[src/rtl/gnss_iq_pkg.sv]
package gnss_iq_pkg;
  typedef struct packed {
    logic q_sgn;
    logic q_mag;
    logic i_sgn;
    logic i_mag;
  } iq_nib_t;

  localparam int REG_CTRL = 0;
  localparam int REG_FILL = 1;
endpackage

[src/rtl/gnss_ser_sync.sv]
module gnss_ser_sync #(
  parameter int STAGES = 2
) (
  input  logic clk,
  input  logic rst,
  input  logic sclk_in,
  input  logic sdat_in,
  input  logic sfrm_in,
  output logic bit_stb,
  output logic bit_val,
  output logic bit_frm
);
  // Serial clock gets one extra stage for rising-edge detection.
  logic [STAGES:0]   ck_sr;
  logic [STAGES-1:0] d_sr;
  logic [STAGES-1:0] f_sr;

  always_ff @(posedge clk) begin
    if (rst) begin
      ck_sr   <= '0;
      d_sr    <= '0;
      f_sr    <= '0;
      bit_stb <= 1'b0;
      bit_val <= 1'b0;
      bit_frm <= 1'b0;
    end else begin
      ck_sr   <= {ck_sr[STAGES-1:0], sclk_in};
      d_sr    <= {d_sr[STAGES-2:0], sdat_in};
      f_sr    <= {f_sr[STAGES-2:0], sfrm_in};
      bit_stb <= ck_sr[STAGES-1] & ~ck_sr[STAGES];
      bit_val <= d_sr[STAGES-1];
      bit_frm <= f_sr[STAGES-1];
    end
  end

  // with a system clock at least 4x the serial clock, strobes never touch
  a_r1_single_strobe: assert property (@(posedge clk) disable iff (rst)
    bit_stb |=> !bit_stb);
endmodule

[src/rtl/gnss_frame_dec.sv]
module gnss_frame_dec
  import gnss_iq_pkg::*;
(
  input  logic    clk,
  input  logic    rst,
  input  logic    en,
  input  logic    bit_stb,
  input  logic    bit_val,
  input  logic    bit_frm,
  output iq_nib_t nib,
  output logic    nib_vld,
  output logic    resync,
  output logic    locked
);
  logic [1:0] pos;
  logic [2:0] part;   // I sign, I magnitude, Q sign held until Q magnitude

  always_ff @(posedge clk) begin
    if (rst || !en) begin
      pos     <= 2'd0;
      locked  <= 1'b0;
      nib_vld <= 1'b0;
      resync  <= 1'b0;
    end else begin
      nib_vld <= 1'b0;
      resync  <= 1'b0;
      if (bit_stb) begin
        if (bit_frm) begin
          resync  <= locked && (pos != 2'd0);
          locked  <= 1'b1;
          part[0] <= bit_val;
          pos     <= 2'd1;
        end else if (locked) begin
          case (pos)
            2'd0: part[0] <= bit_val;
            2'd1: part[1] <= bit_val;
            2'd2: part[2] <= bit_val;
            default: begin
              nib     <= '{q_sgn: part[2], q_mag: bit_val,
                           i_sgn: part[0], i_mag: part[1]};
              nib_vld <= 1'b1;
            end
          endcase
          pos <= pos + 2'd1;
        end
      end
    end
  end

  // a resync pulse only comes from an already locked decoder
  a_r5_resync_locked: assert property (@(posedge clk) disable iff (rst)
    resync |-> locked);
  // one sample per four serial bits, never on adjacent cycles
  a_r1_nib_spacing: assert property (@(posedge clk) disable iff (rst)
    nib_vld |=> !nib_vld);
endmodule

[src/rtl/gnss_nib_pack.sv]
module gnss_nib_pack
  import gnss_iq_pkg::*;
#(
  parameter int NIBS = 8
) (
  input  logic              clk,
  input  logic              rst,
  input  logic              en,
  input  iq_nib_t           nib,
  input  logic              nib_vld,
  output logic [4*NIBS-1:0] word,
  output logic              word_vld
);
  localparam int WW = 4 * NIBS;
  localparam int CW = $clog2(NIBS);

  logic [CW-1:0] cnt;
  logic [WW-1:0] acc;

  always_ff @(posedge clk) begin
    if (rst || !en) begin
      cnt      <= '0;
      word_vld <= 1'b0;
    end else begin
      word_vld <= 1'b0;
      if (nib_vld) begin
        acc <= {acc[WW-5:0], nib};
        if (cnt == CW'(NIBS - 1)) begin
          word     <= {acc[WW-5:0], nib};
          word_vld <= 1'b1;
          cnt      <= '0;
        end else begin
          cnt <= cnt + 1'b1;
        end
      end
    end
  end

  // a word is only ever completed by an arriving sample
  a_r3_word_on_sample: assert property (@(posedge clk) disable iff (rst)
    word_vld |-> $past(nib_vld));
endmodule

[src/rtl/gnss_iq_capture.sv]
module gnss_iq_capture
  import gnss_iq_pkg::*;
#(
  parameter int DEPTH  = 64,
  parameter int DATA_W = 32,
  parameter int SYNC_N = 2,
  localparam int DW    = $clog2(DEPTH),
  localparam int AW    = DW + 1
) (
  input  logic              clk,
  input  logic              rst,
  input  logic              sclk_in,
  input  logic              sdat_in,
  input  logic              sfrm_in,
  input  logic [AW-1:0]     csr_addr,
  input  logic              csr_we,
  input  logic [1:0]        csr_wdata,
  output logic [DATA_W-1:0] csr_rdata
);
  localparam int FW   = DW + 1;
  localparam int NIBS = DATA_W / 4;

  logic bit_stb, bit_val, bit_frm;
  iq_nib_t nib;
  logic nib_vld, resync_p, locked;
  logic [DATA_W-1:0] word;
  logic word_vld;

  logic running, ovf, rsy;
  logic [FW-1:0] fill;
  logic [DATA_W-1:0] mem [DEPTH];
  logic [DATA_W-1:0] mem_q, reg_q;
  logic sel_buf;

  gnss_ser_sync #(.STAGES(SYNC_N)) u_sync (
    .clk(clk), .rst(rst), .sclk_in(sclk_in), .sdat_in(sdat_in),
    .sfrm_in(sfrm_in), .bit_stb(bit_stb), .bit_val(bit_val), .bit_frm(bit_frm));

  gnss_frame_dec u_dec (
    .clk(clk), .rst(rst), .en(running), .bit_stb(bit_stb), .bit_val(bit_val),
    .bit_frm(bit_frm), .nib(nib), .nib_vld(nib_vld), .resync(resync_p),
    .locked(locked));

  gnss_nib_pack #(.NIBS(NIBS)) u_pack (
    .clk(clk), .rst(rst), .en(running), .nib(nib), .nib_vld(nib_vld),
    .word(word), .word_vld(word_vld));

  logic ctrl_wr, clr, start, stop, full, wr_ok;
  always_comb begin
    ctrl_wr = csr_we && (csr_addr == AW'(REG_CTRL));
    clr     = ctrl_wr && csr_wdata[1];
    start   = ctrl_wr && csr_wdata[0] && !running && (clr || !ovf);
    stop    = ctrl_wr && !csr_wdata[0];
    full    = (fill == FW'(DEPTH));
    wr_ok   = running && word_vld && !full && !stop;
  end

  always_ff @(posedge clk) begin
    if (rst) begin
      running <= 1'b0;
      ovf     <= 1'b0;
      rsy     <= 1'b0;
      fill    <= '0;
    end else begin
      if (clr) begin
        ovf <= 1'b0;
        rsy <= 1'b0;
      end
      if (resync_p) rsy <= 1'b1;
      if (start) begin
        running <= 1'b1;
        fill    <= '0;
      end else if (stop) begin
        running <= 1'b0;
      end else if (running && word_vld) begin
        if (full) begin
          ovf     <= 1'b1;
          running <= 1'b0;
        end else begin
          fill <= fill + 1'b1;
        end
      end
    end
  end

  // Buffer: one write port, one registered read port
  always_ff @(posedge clk) begin
    if (wr_ok) mem[fill[DW-1:0]] <= word;
    mem_q <= mem[csr_addr[DW-1:0]];
  end

  always_ff @(posedge clk) begin
    if (rst) begin
      sel_buf <= 1'b0;
      reg_q   <= '0;
    end else begin
      sel_buf <= csr_addr[AW-1];
      if (csr_addr == AW'(REG_FILL)) reg_q <= DATA_W'(fill);
      else reg_q <= {{(DATA_W-4){1'b0}}, locked, rsy, ovf, running};
    end
  end

  assign csr_rdata = sel_buf ? mem_q : reg_q;

  // the fill level is bounded by the buffer depth
  a_r6_fill_bound: assert property (@(posedge clk) disable iff (rst)
    fill <= FW'(DEPTH));
  // a word arriving against a full buffer stops capture with overflow
  a_r6_full_stops: assert property (@(posedge clk) disable iff (rst)
    (running && word_vld && full && !ctrl_wr) |=> (ovf && !running));
  // no restart while overflow is pending
  a_r7_start_blocked: assert property (@(posedge clk) disable iff (rst)
    (ovf && ctrl_wr && !csr_wdata[1]) |=> !running);
  // resync flag holds until cleared
  a_r5_resync_sticky: assert property (@(posedge clk) disable iff (rst)
    (rsy && !clr) |=> rsy);
  // while stopped the fill level does not move
  a_r10_fill_frozen: assert property (@(posedge clk) disable iff (rst)
    (!running && !ctrl_wr) |=> $stable(fill));
endmodule

[config.mk]
export PLATFORM = sky130hd
export DESIGN_NAME = gnss_iq_capture
export DESIGN_NICKNAME = d
export VERILOG_FILES = /design/src/rtl/gnss_iq_pkg.sv /design/src/rtl/gnss_ser_sync.sv /design/src/rtl/gnss_frame_dec.sv /design/src/rtl/gnss_nib_pack.sv /design/src/rtl/gnss_iq_capture.sv
export SDC_FILE = /design/constraint.sdc
export NUM_CORES = 2
export LEC_CHECK = 0
export BUFFER_PORTS_ARGS = -buffer_cell sky130_fd_sc_hd__buf_2
export CORE_MARGIN = 4
export CORE_UTILIZATION = 63
export DETAILED_ROUTE_END_ITERATION = 7
export PLACE_DENSITY_LB_ADDON = 0.08
export SLEW_MARGIN = 25
export SYNTH_ARGS = -nofsm -noshare
export SYNTH_HDL_FRONTEND = slang
export SYNTH_SLANG_ARGS = --single-unit
[constraint.sdc]
create_clock -name clk -period 5.09 [get_ports clk]
set_input_delay 0.7635 -clock clk [delete_from_list [all_inputs] [get_ports clk]]
set_output_delay 0.7635 -clock clk [all_outputs]
set_load 0.01 [all_outputs]
==> out/metrics.csv <==
stage,metric,value,unit
clocking,numCtsBuffers,207,
route,via_count,40900,
worst_setup_path,cpMostUsedCell,nor3_1,
layout,drive_gt1_share,22.5,%
clocking,clock-root-buffer,clkbuf_16,
route,viasPerCell,6.80,
worst_setup_path,crit_buf_inv,1,
global_route,grt_start_max_net_pins,114,
worst_hold_path,holdCritStartpoint,sclk_in,
route,route.detailed.drc,0,
worst_setup_path,crit_fanout,32,
worst_hold_path,worstHoldPathType,in2reg,
route,wl,209000,microns
status,status,"complete, no violations",
layout,final_net_count,4108,
sta,skew,0.0237,ns
yosys,synth-edff-count,2115,
clocking,clkTransAtPathRegs,0.06,ns
flow_run,drv_cap,0,
die,dieHeight,370,microns
sta,maxSlewViolCount,0,
global_route,grt_pass1_wl,298000,microns
yosys,synthTopCellsByCount,"edfxtp_1 (2115), mux4_2 (384), mux2i_1 (356)",
worst_setup_path,worst_setup_path_end_kind,flip-flop,
global_route,globalRouteTotalUtil,31.1,%
yosys,synthTopCellsByArea,"edfxtp_1 (77%), mux4_2 (10%), mux2i_1 (4.3%)",
yosys,netlist_area,0.0826,sq mm
clocking,hold_buffers,0,
yosys,ys_ff_latch,2184,
yosys,ys_seq_area_share,78.5,%
worst_setup_path,cpPeakStageDelay,0.76,ns
yosys,synthCells,3896,
route,ant_nets,0,
die,ios,47,
clocking,cts_setup_buffers,0,
clocking,cts_tree,yes,
route,dr.pass1.iters,6,
yosys,synth_cell_types,43,
clocking,cts_max_level,4,
yosys,synthFlopType,edfxtp_1,
placement,post-dp-hpwl,121000,microns
global_route,grt_pass1_vias,40600,
pwr,ir_drop,0.000408,V
layout,syn_to_final_growth,12.4,%
die,design.core.area,0.130,sq mm
worst_setup_path,critPathArrivalTime,4.73,ns
sta,setup_slack,0.793,ns
worst_setup_path,crit_type,reg2reg,
placement,dpl-instance-area,0.0863,sq mm
sta,fmax,233,MHz
yosys,synth-async-reset-ratio,0,%
worst_setup_path,critPathRequiredTime,5.53,ns
yosys,syn_nets,3919,
clocking,clk-insertion-delay-late,0.83,ns
worst_setup_path,reg2reg_from,fill[3],
worst_setup_path,start_kind,flip-flop,
worst_setup_path,critical-path-top-delay-family,simple AND/OR/NAND/NOR gates,
worst_setup_path,cp_cell_sequence,or3_1 > nor3_1 > nor3_1 > nand3_1 > buf_4 > nor2_4,
global_route,grt_overflow_total,0,
sta,finalSetupViolations,0,
placement,gp_congestion,0.920,
die,core.rowCount,132,
yosys,synth_warnings,0,
clocking,cts_resized,0,
route,drtIter0Drc,5957,
route,route.detailed.wl_per_inst,34.7,microns
clocking,clock-sinks,2184,
clocking,clk_path_buf_depth,3,
die,dieArea,0.137,sq mm
sta,layout_min_cycle_time,4.30,ns
layout,fin_area,0.0929,sq mm
sta,final.period_utilization,84.4,%
die,die_w,370,microns
worst_setup_path,slowest_stage,nor2_4,
pwr,p_per_area,381,mW/mm^2
pwr,p_leak,29.9,nW
yosys,yosys.area.top_type,edfxtp_1,
placement,post-place-ws,0.815,ns
global_route,antenna_found_initial,22,
sta,rsz0062_at_grt,false,
yosys,avgSynthCellArea,21.2,sq um
worst_setup_path,cp-startpoint,fill[3],
sta,hold_viol,0,
sta,fin_setup_tns,0,ns
die,start_util,63.6,%
sta,worst_pin_slew,1.13,ns
yosys,synth_top_area_share,76.9,%
placement,port-buffer-count,46,
sta,slew_headroom,24.0,%
sta,hold_ws,0.158,ns
yosys,synth.most_common_cell,edfxtp_1,
[power breakdown]
| group | internal (mW) | switching, mW | total [mW] | leakage (nW) |
|---|---|---|---|---|
| Sequential | 19.4 | 0.0666 | 19.5 | 19.7 |
| Clock | 8.13 | 6.43 | 14.6 | 3.13 |
| Combinational | 0.489 | 0.814 | 1.30 | 7.01 |
[placed cells by master (no fill, tap or decap), drive strengths merged, types with 6 or more instances in the layout]
cell	n
edfxtp	2115
mux4	384
mux2i	356
clkbuf	264
buf	203
a22oi	161
clkinv	101
nand2	94
nor2	94
o21ai	74
dfxtp	69
a31oi	64
a21oi	40
nand3	38
and2	38
a22o	32
o2111ai	24
nor2b	18
inv	16
bufinv	10
a221oi	9
ha	8
nor3	8
diode	7
mux2	7
nand2b	6
[registers in the layout, summed over array words and instances (netlist names), 2 cells and up]
register and flops:
fill 7, mem 2048, mem_q 32, reg_q 7, u_dec.nib 4, u_dec.part 3
u_dec.pos 2, u_pack.acc 28, u_pack.cnt 3, u_pack.word 32, u_sync.ck_sr 3, u_sync.d_sr 2
u_sync.f_sr 2
[final timing paths]
| check | slack [ns] | end | cells after the start |
|---|---|---|---|
| setup / recovery | 0.79 | mem[6][31] | 6 |
| hold reg to reg | 0.39 | u_sync.bit_stb | 1 |
| setup reg to reg | 0.79 | mem[6][31] | 6 |
| hold / removal | 0.16 | u_sync.ck_sr[0] | 2 |
[routing by layer]
| metal | share of wire [%] | global-route usage, % |
|---|---|---|
| met4 | 4.4 | 12.4 |
| met1 | 38 | 44.9 |
| met3 | 12 | 8.48 |
| met2 | 46 | 46.1 |
| met5 | 0.033 | 0 |
[final cells by class]
type,count,area [sq um]
antenna,7,17.5
clock buffer,264,5510
clock inverter,120,876
fill,7657,36900
inverter,9,33.8
multi-input combinational,1480,17200
sequential,2184,64900
tap,1742,2180
timing repair buffer,203,2120
[worst register-to-register path, cell delays in order (launching register included)]
cell	delay [ns]
dfxtp_1	0.57
or3_1	0.69
nor3_1	0.28
nor3_1	0.47
nand3_1	0.69
buf_4	0.41
nor2_4	0.76
[through the flow]
| step | cells | utilization (%) | power, mW |
|---|---|---|---|
| 2_1_floorplan | 3896 | - | 20.6 |
| 3_3_place_gp | 5585 | 66.0 | 21.1 |
| 3_5_place_dp | 5610 | 66.5 | 21.2 |
| 4_1_cts | 5994 | 71.4 | 35.5 |
| 5_1_grt | 6002 | 71.5 | 36.4 |
| 6_report | 6009 | 71.5 | 35.4 |
[cells by family (layout without fill, tap and decap cells)]
logic type / count (synthesis) / after routing / share of synthesized area (%)
flip-flops: 2184 / 2184 / 78.5
multiplexers: 747 / 747 / 14.9
AO/OA/AOI/OAI: 410 / 410 / 3.42
AND/OR/NAND/NOR: 309 / 309 / 1.74
buffers and inverters: 232 / 596 / 1.22
adder cells (fa/ha/maj): 8 / 8 / 0.121
XOR/XNOR: 6 / 6 / 0.0727
other: 0 / 7 / 0
No activity file was read; power rests on OpenSTA's default activity.
